## src/rtl/obx_pkg.sv

```systemverilog
package obx_pkg;
  localparam int REG_AW = 12;
  localparam logic [REG_AW-1:0] OFS_CMD  = 12'h004;
  localparam logic [REG_AW-1:0] OFS_CFG  = 12'h008;
  localparam logic [REG_AW-1:0] OFS_SIZE = 12'h030;
  localparam logic [REG_AW-1:0] OFS_WIN  = 12'h200;
  localparam int CMD_LINK_BIT = 0;
  localparam int CMD_XLAT_BIT = 1;
  localparam int MB_SHIFT     = 20;

  typedef struct packed {
    logic [7:0] bus;
    logic [4:0] dev;
    logic [2:0] func;
    logic       type1;
  } cfg_route_t;
endpackage

```

## src/rtl/obx_ctrl_regs.sv

```systemverilog
module obx_ctrl_regs
  import obx_pkg::*;
(
  input  logic              clk,
  input  logic              rst,
  input  logic              wr_en,
  input  logic [REG_AW-1:0] addr,
  input  logic [31:0]       wdata,
  output logic              xlat_en,
  output logic              link_en,
  output logic [2:0]        size_idx,
  output cfg_route_t        route,
  output logic              rd_hit,
  output logic [31:0]       rd_val
);
  logic [31:0] cmd_q;
  logic [31:0] cfg_q;
  logic [2:0]  size_q;

  always_ff @(posedge clk) begin
    if (rst) begin
      cmd_q  <= '0;
      cfg_q  <= '0;
      size_q <= '0;
    end else if (wr_en) begin
      if (addr == OFS_CMD)  cmd_q  <= wdata;
      if (addr == OFS_CFG)  cfg_q  <= wdata;
      if (addr == OFS_SIZE) size_q <= wdata[2:0];
    end
  end

  always_comb begin
    rd_hit = 1'b1;
    rd_val = '0;
    if (addr == OFS_CMD)       rd_val = cmd_q;
    else if (addr == OFS_CFG)  rd_val = cfg_q;
    else if (addr == OFS_SIZE) rd_val = {29'b0, size_q};
    else                       rd_hit = 1'b0;
  end

  assign xlat_en     = cmd_q[CMD_XLAT_BIT];
  assign link_en     = cmd_q[CMD_LINK_BIT];
  assign size_idx    = size_q;
  assign route.bus   = cfg_q[23:16];
  assign route.dev   = cfg_q[12:8];
  assign route.func  = cfg_q[2:0];
  assign route.type1 = cfg_q[24];
endmodule

```

## src/rtl/obx_win_table.sv

```systemverilog
module obx_win_table
  import obx_pkg::*;
#(
  parameter int NUM_WIN = 8,
  localparam int IDX_W = (NUM_WIN > 1) ? $clog2(NUM_WIN) : 1,
  localparam int WIN_SPAN = 8 * NUM_WIN
)(
  input  logic              clk,
  input  logic              rst,
  input  logic              wr_en,
  input  logic [REG_AW-1:0] addr,
  input  logic [31:0]       wdata,
  input  logic [IDX_W-1:0]  lkp_idx,
  output logic [31:0]       lkp_lo,
  output logic [31:0]       lkp_hi,
  output logic              rd_hit,
  output logic [31:0]       rd_val
);
  logic [31:0] lo_mem [NUM_WIN];
  logic [31:0] hi_mem [NUM_WIN];

  logic [REG_AW-1:0] woff;
  logic              win_sel;
  logic [IDX_W-1:0]  wn;
  logic              upper;

  assign woff    = addr - OFS_WIN;
  assign win_sel = (addr >= OFS_WIN) && (woff < REG_AW'(WIN_SPAN)) && (woff[1:0] == 2'b00);
  assign wn      = woff[IDX_W+2:3];
  assign upper   = woff[2];

  always_ff @(posedge clk) begin
    if (rst) begin
      for (int i = 0; i < NUM_WIN; i++) begin
        lo_mem[i] <= '0;
        hi_mem[i] <= '0;
      end
    end else if (wr_en && win_sel) begin
      if (upper) hi_mem[wn] <= wdata;
      else       lo_mem[wn] <= wdata;
    end
  end

  assign lkp_lo = lo_mem[lkp_idx];
  assign lkp_hi = hi_mem[lkp_idx];
  assign rd_hit = win_sel;
  assign rd_val = upper ? hi_mem[wn] : lo_mem[wn];
endmodule

```

## src/rtl/obx_xlat_core.sv

```systemverilog
module obx_xlat_core
  import obx_pkg::*;
#(
  parameter int          LA_W        = 32,
  parameter int          NUM_WIN     = 8,
  parameter logic [31:0] REGION_BASE = 32'h4000_0000,
  localparam int IDX_W = (NUM_WIN > 1) ? $clog2(NUM_WIN) : 1
)(
  input  logic             clk,
  input  logic             rst,
  input  logic             req_valid,
  input  logic [LA_W-1:0]  req_addr,
  input  logic             xlat_en,
  input  logic [2:0]       size_idx,
  output logic [IDX_W-1:0] lkp_idx,
  input  logic [31:0]      lkp_lo,
  input  logic [31:0]      lkp_hi,
  output logic             out_valid,
  output logic [63:0]      out_addr,
  output logic             out_miss
);
  logic [31:0] a32, rel, win_num, mask;
  logic [4:0]  shamt;
  logic        below, in_range, hit;
  logic [63:0] xaddr;

  assign a32      = 32'(req_addr);
  assign below    = a32 < REGION_BASE;
  assign rel      = a32 - REGION_BASE;
  assign shamt    = 5'(MB_SHIFT) + {2'b00, size_idx};
  assign win_num  = rel >> shamt;
  assign mask     = (32'h1 << shamt) - 32'h1;
  assign in_range = !below && (win_num < 32'(NUM_WIN));
  assign lkp_idx  = win_num[IDX_W-1:0];
  assign hit      = in_range && lkp_lo[0];
  assign xaddr    = {lkp_hi, lkp_lo[31:1], 1'b0} + {32'h0, rel & mask};

  always_ff @(posedge clk) begin
    if (rst) begin
      out_valid <= 1'b0;
      out_addr  <= '0;
      out_miss  <= 1'b0;
    end else begin
      out_valid <= req_valid;
      if (req_valid) begin
        if (!xlat_en) begin
          out_addr <= {32'h0, a32};
          out_miss <= 1'b0;
        end else if (hit) begin
          out_addr <= xaddr;
          out_miss <= 1'b0;
        end else begin
          out_addr <= '0;
          out_miss <= 1'b1;
        end
      end
    end
  end

  assert_result_follows_R8: assert property (@(posedge clk) disable iff (rst)
    req_valid |=> out_valid);
  assert_no_spurious_R8: assert property (@(posedge clk) disable iff (rst)
    !req_valid |=> !out_valid);
  assert_passthrough_R4: assert property (@(posedge clk) disable iff (rst)
    (req_valid && !xlat_en) |=> (!out_miss && out_addr == {32'h0, $past(a32)}));
  assert_below_region_R7: assert property (@(posedge clk) disable iff (rst)
    (req_valid && xlat_en && a32 < REGION_BASE) |=> (out_miss && out_addr == 64'h0));
endmodule

```

## src/rtl/obx_top.sv

```systemverilog
module obx_top
  import obx_pkg::*;
#(
  parameter int          LA_W        = 32,
  parameter int          NUM_WIN     = 8,
  parameter logic [31:0] REGION_BASE = 32'h4000_0000,
  localparam int IDX_W = (NUM_WIN > 1) ? $clog2(NUM_WIN) : 1
)(
  input  logic              clk,
  input  logic              rst,
  input  logic              reg_valid,
  output logic              reg_ready,
  input  logic              reg_we,
  input  logic [REG_AW-1:0] reg_addr,
  input  logic [31:0]       reg_wdata,
  output logic              rd_valid,
  output logic [31:0]       rd_data,
  input  logic              req_valid,
  input  logic [LA_W-1:0]   req_addr,
  output logic              out_valid,
  output logic [63:0]       out_addr,
  output logic              out_miss,
  output logic [7:0]        cfg_bus,
  output logic [4:0]        cfg_dev,
  output logic [2:0]        cfg_func,
  output logic              cfg_type1,
  output logic              link_train_en
);
  logic             wr_en;
  logic             xlat_en;
  logic [2:0]       size_idx;
  cfg_route_t       route;
  logic             c_hit, w_hit;
  logic [31:0]      c_val, w_val;
  logic [IDX_W-1:0] lkp_idx;
  logic [31:0]      lkp_lo, lkp_hi;

  assign reg_ready = 1'b1;
  assign wr_en     = reg_valid && reg_we;

  obx_ctrl_regs u_ctrl (
    .clk(clk), .rst(rst), .wr_en(wr_en), .addr(reg_addr), .wdata(reg_wdata),
    .xlat_en(xlat_en), .link_en(link_train_en), .size_idx(size_idx), .route(route),
    .rd_hit(c_hit), .rd_val(c_val)
  );

  obx_win_table #(.NUM_WIN(NUM_WIN)) u_tbl (
    .clk(clk), .rst(rst), .wr_en(wr_en), .addr(reg_addr), .wdata(reg_wdata),
    .lkp_idx(lkp_idx), .lkp_lo(lkp_lo), .lkp_hi(lkp_hi),
    .rd_hit(w_hit), .rd_val(w_val)
  );

  obx_xlat_core #(.LA_W(LA_W), .NUM_WIN(NUM_WIN), .REGION_BASE(REGION_BASE)) u_core (
    .clk(clk), .rst(rst), .req_valid(req_valid), .req_addr(req_addr),
    .xlat_en(xlat_en), .size_idx(size_idx), .lkp_idx(lkp_idx),
    .lkp_lo(lkp_lo), .lkp_hi(lkp_hi),
    .out_valid(out_valid), .out_addr(out_addr), .out_miss(out_miss)
  );

  always_ff @(posedge clk) begin
    if (rst) begin
      rd_valid <= 1'b0;
      rd_data  <= '0;
    end else begin
      rd_valid <= reg_valid && !reg_we;
      if (reg_valid && !reg_we)
        rd_data <= c_hit ? c_val : (w_hit ? w_val : 32'h0);
    end
  end

  assign cfg_bus   = route.bus;
  assign cfg_dev   = route.dev;
  assign cfg_func  = route.func;
  assign cfg_type1 = route.type1;

  assert_read_returns_R2: assert property (@(posedge clk) disable iff (rst)
    (reg_valid && !reg_we) |=> rd_valid);
  assert_no_read_after_write_R2: assert property (@(posedge clk) disable iff (rst)
    !(reg_valid && !reg_we) |=> !rd_valid);
  assert_route_stable_R10: assert property (@(posedge clk) disable iff (rst)
    !(reg_valid && reg_we && reg_addr == OFS_CFG) |=>
      ($stable(cfg_bus) && $stable(cfg_dev) && $stable(cfg_func) && $stable(cfg_type1)));
endmodule

```

## config.mk

```make
export PLATFORM = sky130hd
export DESIGN_NAME = obx_top
export DESIGN_NICKNAME = d
export VERILOG_FILES = /design/src/rtl/obx_pkg.sv /design/src/rtl/obx_ctrl_regs.sv /design/src/rtl/obx_win_table.sv /design/src/rtl/obx_xlat_core.sv /design/src/rtl/obx_top.sv
export SDC_FILE = /design/constraint.sdc
export NUM_CORES = 2
export LEC_CHECK = 0
export CELL_PAD_IN_SITES_DETAIL_PLACEMENT = 1
export CELL_PAD_IN_SITES_GLOBAL_PLACEMENT = 1
export CORE_MARGIN = 10
export CORE_UTILIZATION = 40
export CTS_CLUSTER_DIAMETER = 150
export DETAILED_ROUTE_END_ITERATION = 7
export MAX_ROUTING_LAYER = met4
export PLACE_DENSITY = 0.73
export SKIP_LAST_GASP = 1
export SLEW_MARGIN = 10
export SYNTH_ARGS = -nofsm -noshare
export SYNTH_HDL_FRONTEND = slang
export SYNTH_SLANG_ARGS = --single-unit
```

## constraint.sdc

```tcl
create_clock -name clk -period 5.8 [get_ports clk]
set_input_delay 0.87 -clock clk [delete_from_list [all_inputs] [get_ports clk]]
set_output_delay 0.87 -clock clk [all_outputs]
set_load 0.01 [all_outputs]
```

# Word level (Yosys, flattened, before mapping)

Memory sizes are Yosys's and may differ from the RTL's.
Cells that the tools add are included.
Widths: inputs -> output; s select.

Flip-flop bits (word level): 166
Bits in writable memories: 512
Input port bits: 81
Output and inout port bits: 118
Word-level logic and storage cells: 69
Memories: 2

Memory list:

| name         | depth | bits a word | read ports | clocked after memory_dff | wr ports | line                | RTL |
|---|---|---|---|---|---|---|---|
| u_tbl.hi_mem | 8     | 32          | 2          | 0                        | 8        | obx_win_table.sv:20 | `logic [31:0] hi_mem [NUM_WIN];` |
| u_tbl.lo_mem | 8     | 32          | 2          | 0                        | 8        | obx_win_table.sv:19 | `logic [31:0] lo_mem [NUM_WIN];` |

Add/sub/neg operators: 5
$lt $le $gt $ge: 4
Equal/unequal tests: 3
Shifts and indexed selects: 2
Multiplexer cells: 29
Bitwise gates (word level): 1
Reduce and logical (&&, ||, !) cells: 15

Operators by type and width:

| kind                   | count |
|---|---|
| $mux 32                | 7 |
| $mux 64                | 2 |
| $add 64x32->64         | 1 |
| $reduce_or 32->1       | 2 |
| $and 32x32->32         | 1 |
| $lt 32x31->1 const B   | 1 |
| $lt 32x4->1 const B    | 1 |
| $shl 1x5->32 const A   | 1 |
| $shr 32x5->32          | 1 |
| $sub 32x1->32 const B  | 1 |
| $sub 32x31->32 const B | 1 |
| $mux 1                 | 17 |
| $eq 12x3->1 const B    | 1 |
| $eq 12x4->1 const B    | 1 |
| $eq 12x6->1 const B    | 1 |
| $ge 12x10->1 const B   | 1 |
| $lt 12x7->1 const B    | 1 |
| $sub 12x10->12 const B | 1 |
| $mux 3                 | 3 |
| $logic_and 1x1->1      | 7 |
| $reduce_and 2->1       | 3 |
| $add 5x3->5 const A    | 1 |
| $logic_not 1->1        | 2 |
| $logic_not 2->1        | 1 |

# Logic depth before layout (Yosys ltp)

Depth after elaboration: 10
Mapped depth: 31
Gate-level depth less buffers: 20

# Hierarchy

Synthesis repeated with hierarchy kept, for this count alone.

Cell total of the unflattened synthesis: 3146
Area total of the unflattened synthesis: 37900.1 um2

By module, submodules not included:

| module        | instances | cells each | area an instance (um2) | sequential area each (um2) |
|---|---|---|---|---|
| obx_win_table | 1         | 1991       | 27543.9                | 15374.7 |
| obx_xlat_core | 1         | 666        | 5210.0                 | 1321.3 |
| obx_ctrl_regs | 1         | 333        | 3393.3                 | 1341.3 |
| obx_top       | 1         | 156        | 1752.9                 | 660.6 |

# Least setup slack after synthesis

No wires, ideal clock.

Path kind: input -> register
From: input port req_addr[27]
To: register u_core.out_addr[61]
Library setup time: 128 ps
Arrival: 6179 ps
Data required time: 5672 ps
Slack: -507 ps
Stages: 26
Path buffers: 6
Path through: mux4_1 mux2i_2 buf_2 buf_2 buf_2 clkbuf_1 clkbuf_1 nand2_1 nand3_1 nand3_1 o21ai_0 ha_1 inv_1 fa_1 nand2b_1 a2111oi_0 o21ai_0 nand4_1 a31oi_1 nand3b_1 a31o_2 nor4_1 buf_6 nand4_1 xnor2_1 o21ai_1

Cells in the longest elaborated chain, start to end: 7
Elaborated cells on any way between the ends: 13
Those cells by class: add/sub (2); order compare (2); shift (1); mux (2); bitwise (1); reduce/logical (3); memory (2)

RTL lines:

| item                                                                   | line                | RTL |
|---|---|---|
| from (decl)                                                            | obx_top.sv:19       | `input logic [LA_W-1:0] req_addr,` |
| parallel branches: the longest is 5 deep, another holds $add 64x32->64 | n/a                 |  |
| $mux 64 *                                                              | obx_xlat_core.sv:49 | `end else if (hit) begin` |
| $mux 64 *                                                              | obx_xlat_core.sv:46 | `if (!xlat_en) begin` |
| to (signal assigned)                                                   | obx_xlat_core.sv:47 | `out_addr <= {32'h0, a32};` |
| to (signal assigned)                                                   | obx_xlat_core.sv:50 | `out_addr <= xaddr;` |
| to (decl)                                                              | obx_xlat_core.sv:19 | `output logic [63:0] out_addr,` |

Every way passes the cells marked *.
A chain may end at the register's enable or synchronous reset.

# Worst setup path in the final report

From: input port req_addr[28]
To: register u_core.out_addr[61]

The elaborated chain is that of the path after synthesis.

==> flow_summary.toml <==
[yosys]
ys_ff_latch = 678
synth_edf_count = 512
netlist_area_um2 = 35500
yosys_warnings = 0
synthDistinctLibCells = 79
synthAdderAreaFrac_pct = 1.25
async_flop_share_pct = 0
synth-xor-area-share_pct = 1.55
synth_simple_gate_area_share_pct = 22.8
synth_ff_type = "edfxtp_1"
synth_compound_area_share_pct = 11.2
synth_area_per_cell_um2 = 10.0
synth_cells = 3538
synth_mux_area_share_pct = 6.26
synth_top_family_by_area = "simple AND/OR/NAND/NOR gates"
yosysSeqAreaShare_pct = 52.6

[pwr]
powerDensity_nw_per_um2 = 285
finalPower_mw = 12.1
leakage_nw = 15.8
vdd_drop_max_v = 0.000227

[critical_path]
worst_ep_required_time_ns = 6.34
path_class = "input pin to register"
crit_arrival_ns = 5.90
rr_startpoint = "u_ctrl.size_idx[2]"
rr_worst_depth = 23
cp_max_fo = 26
endpoint_kind = "register"
rrSetupSlack_ns = 0.55
cp-start-kind = "input pin"
r2r_end = "u_core.out_addr[61]"

[timing]
hold_viol = 0
finalSetupViolations = 0
tightest_slew_ns = 1.07
finClkSkew_ns = 0.0440
hold_slack_ns = 0.444
fin_crit_sh_pct = 92.4
fmax_ghz = 0.187
slew_viol_final = 0
relSlewSlack_pct = 28.6
grt_setup_unrepaired = "no"
min_period_ns = 5.36

[clocking]
cts_tree = "done"
cts_buffers = 77
post_cts_resized = 0
clkTransAtPathRegs_ns = 0.06
cts_setup_buffers = 0
clockRootBuffer = "clkbuf_16"
cts.sinks = 678
ctsHoldBuffers = 0
clock_latency_ns = 0.66
cts_max_path_buffers = 3
cts_htree_levels = 3

[die]
initial_core_util_pct = 40.3
dieWidth_um = 318
ioPinCount = 199
num_rows = 109
core_area_um2 = 88200
die_area_um2 = 101000
die_h_um = 318

[cells_and_area]
area_delta_synth_final_pct = 19.8
nets = 3885
final_layout_size_suffix_gt1_share_pct = 13.2
finish.utilization_pct = 48.2
fin_cells = 5001
fin_area_um2 = 42600

[grt]
grt-ovfl-total = 0
grt_max_degree = 81
grt_pass1_vias = 31240
grt_usage_pct = 26.7
antenna_found_initial = 4
grt_pass1_wl_mm = 201

[hold_path]
hold_class = "register to register"
hold_end = "u_core.out_addr[61]"
hold_start = "u_core.out_addr[61]"
hold_depth = 2

[drt]
dr.first_iter.drc_count = 3026
wl_per_cell_um = 27.5
wirelength_mm = 137
route.detailed.drc = 0
via_per_inst = 6.02
antenna_left = 0
drt_first_pass_iters = 7
via_count = 30082

[placed_design]
portBuffers = 197
placed_cells = 4855
dpl-instance-area_um2 = 40100
place.gp.congestion = 0.889
hpwl_mm = 89.3

[status]
outcome = "finished clean"

[job]
cap_violations = 0
[power breakdown]
group	internal [mW]	total, mW	switching, mW
Sequential	5.42	5.55	0.133
Clock	2.70	4.87	2.17
Combinational	0.674	1.70	1.02
[worst max-delay path by stage]
stage | endpoint | start | depth (start not counted) | slack [ns]
3_5_place_dp | u_core.out_addr[61] | req_addr[28] | 24 | -0.26
3_3_place_gp | u_core.out_addr[61] | req_addr[28] | 24 | -0.17
5_1_grt | u_core.out_addr[61] | req_addr[26] | 24 | 0.11
4_1_cts | u_core.out_addr[61] | req_addr[28] | 24 | 0.40
6_report | u_core.out_addr[61] | req_addr[28] | 26 | 0.44
2_1_floorplan | u_core.out_addr[39] | req_addr[24] | 27 | -0.02
[final cells by class]
cell class / count / area, um2
Clock inverter: 53 / 473
Timing Repair Buffer: 467 / 4370
Inverter: 25 / 93.8
Fill cell: 9685 / 45700
Antenna cell: 4 / 10.0
Clock buffer: 89 / 2000
Tap cell: 1165 / 1460
Multi-Input combinational cell: 2520 / 15500
Sequential cell: 678 / 18700
[synth_stat cells, drive strengths merged, types with 12 or more instances]
cell type	count	area share, %
a211oi	17	0.36
a21o	16	0.34
a21oi	137	1.9
a222oi	19	0.54
a22oi	12	0.25
a311oi	33	0.81
a31oi	15	0.26
and2	519	9.1
and3	17	0.30
buf	77	1.4
clkbuf	244	2.6
dfxtp	166	9.4
edfxtp	512	43
ha	34	1.2
inv	25	0.26
mux2	20	0.64
mux2i	125	3.6
mux4	31	2.0
nand2	604	6.4
nand2b	14	0.25
nand3	179	2.5
nor2	130	1.4
nor3	21	0.33
nor4	32	0.61
o21ai	112	1.6
o22ai	226	4.0
or2	17	0.30
or4	25	0.53
xnor2	43	1.1
xor2	20	0.49
[logic make-up (layout without fill, tap and decap cells)]
family	count (synthesis)	count (layout)
and+or+nand+nor	1604	1604
DFF	678	678
AOI/OAI and AO/OA	634	634
buffers and inverters	346	634
muxes	176	176
xor gates and xnor gates	63	63
adders and majority gates	35	35
other	2	12
[flip-flops by register name, indices dropped and copies added (netlist names)]
signal,flops
u_ctrl.size_idx,3
u_core.out_addr,64
u_tbl.lo_mem,256
u_ctrl.cmd_q,32
rd_valid,1
u_ctrl.cfg_q,32
u_tbl.hi_mem,256
rd_data,32
u_core.out_valid,1
u_core.out_miss,1
[metal layers]
layer	global-route usage [%]	share of wire, %	vias to the layer above
met5	-	0	-
met4	13.7	5.4	0
met3	3.43	7.4	356
met2	44.5	49	1413
met1	31.5	39	15150
li1	-	-	13163
[critical path: stages]
cell and delay, ns:
clkdlybuf4s50_1 0.44, mux4_2 0.55, mux2i_4 0.18, buf_12 0.15
buf_4 0.19, buf_12 0.20, buf_12 0.19, buf_4 0.20
nand2_1 0.08, nand3_1 0.08, nand2_1 0.05, o21ai_0 0.25
buf_4 0.23, ha_1 0.15, nand4_1 0.17, nand2b_1 0.20
o221ai_1 0.15, a31oi_1 0.12, nand3b_1 0.23, a31o_2 0.30
nor4_2 0.19, buf_4 0.23, buf_12 0.13, nand4_1 0.11
xnor2_1 0.16, o21ai_1 0.07
[layout by cell type (no fill, tap or decap), types with 12 or more instances in the layout]
cell type and n:
nand2_1 599, and2_1 519, edfxtp_1 512, buf_4 240, o22ai_1 226, clkdlybuf4s50_1 195
nand3_1 177, dfxtp_1 166, a21oi_1 137, mux2i_1 119, nor2_1 110, o21ai_0 95
clkbuf_16 78, xnor2_1 43, ha_1 34, a311oi_1 33, nor4_1 30, buf_12 30
mux4_2 29, or4_1 25, inv_1 24, xor2_1 20, nor2_2 20, nor3_1 19
mux2_2 19, a222oi_1 19, clkinv_2 19, o21ai_1 17, a21o_1 16, and3_1 16
or2_2 16, a211oi_1 16, a31oi_1 15, clkinv_1 15, nand2b_1 13, a22oi_1 12
[through the flow]
| stage | setup TNS [ns] | setup WS (ns) |
|---|---|---|
| CTS | 0 | 0.398 |
| global route | 0 | 0.110 |
| floorplan | -0.0388 | -0.0160 |
| detailed placement | -2.81 | -0.260 |
| global placement | -1.19 | -0.174 |
| finish | 0 | 0.438 |
Note: power is estimated with default switching activity, not from simulation.
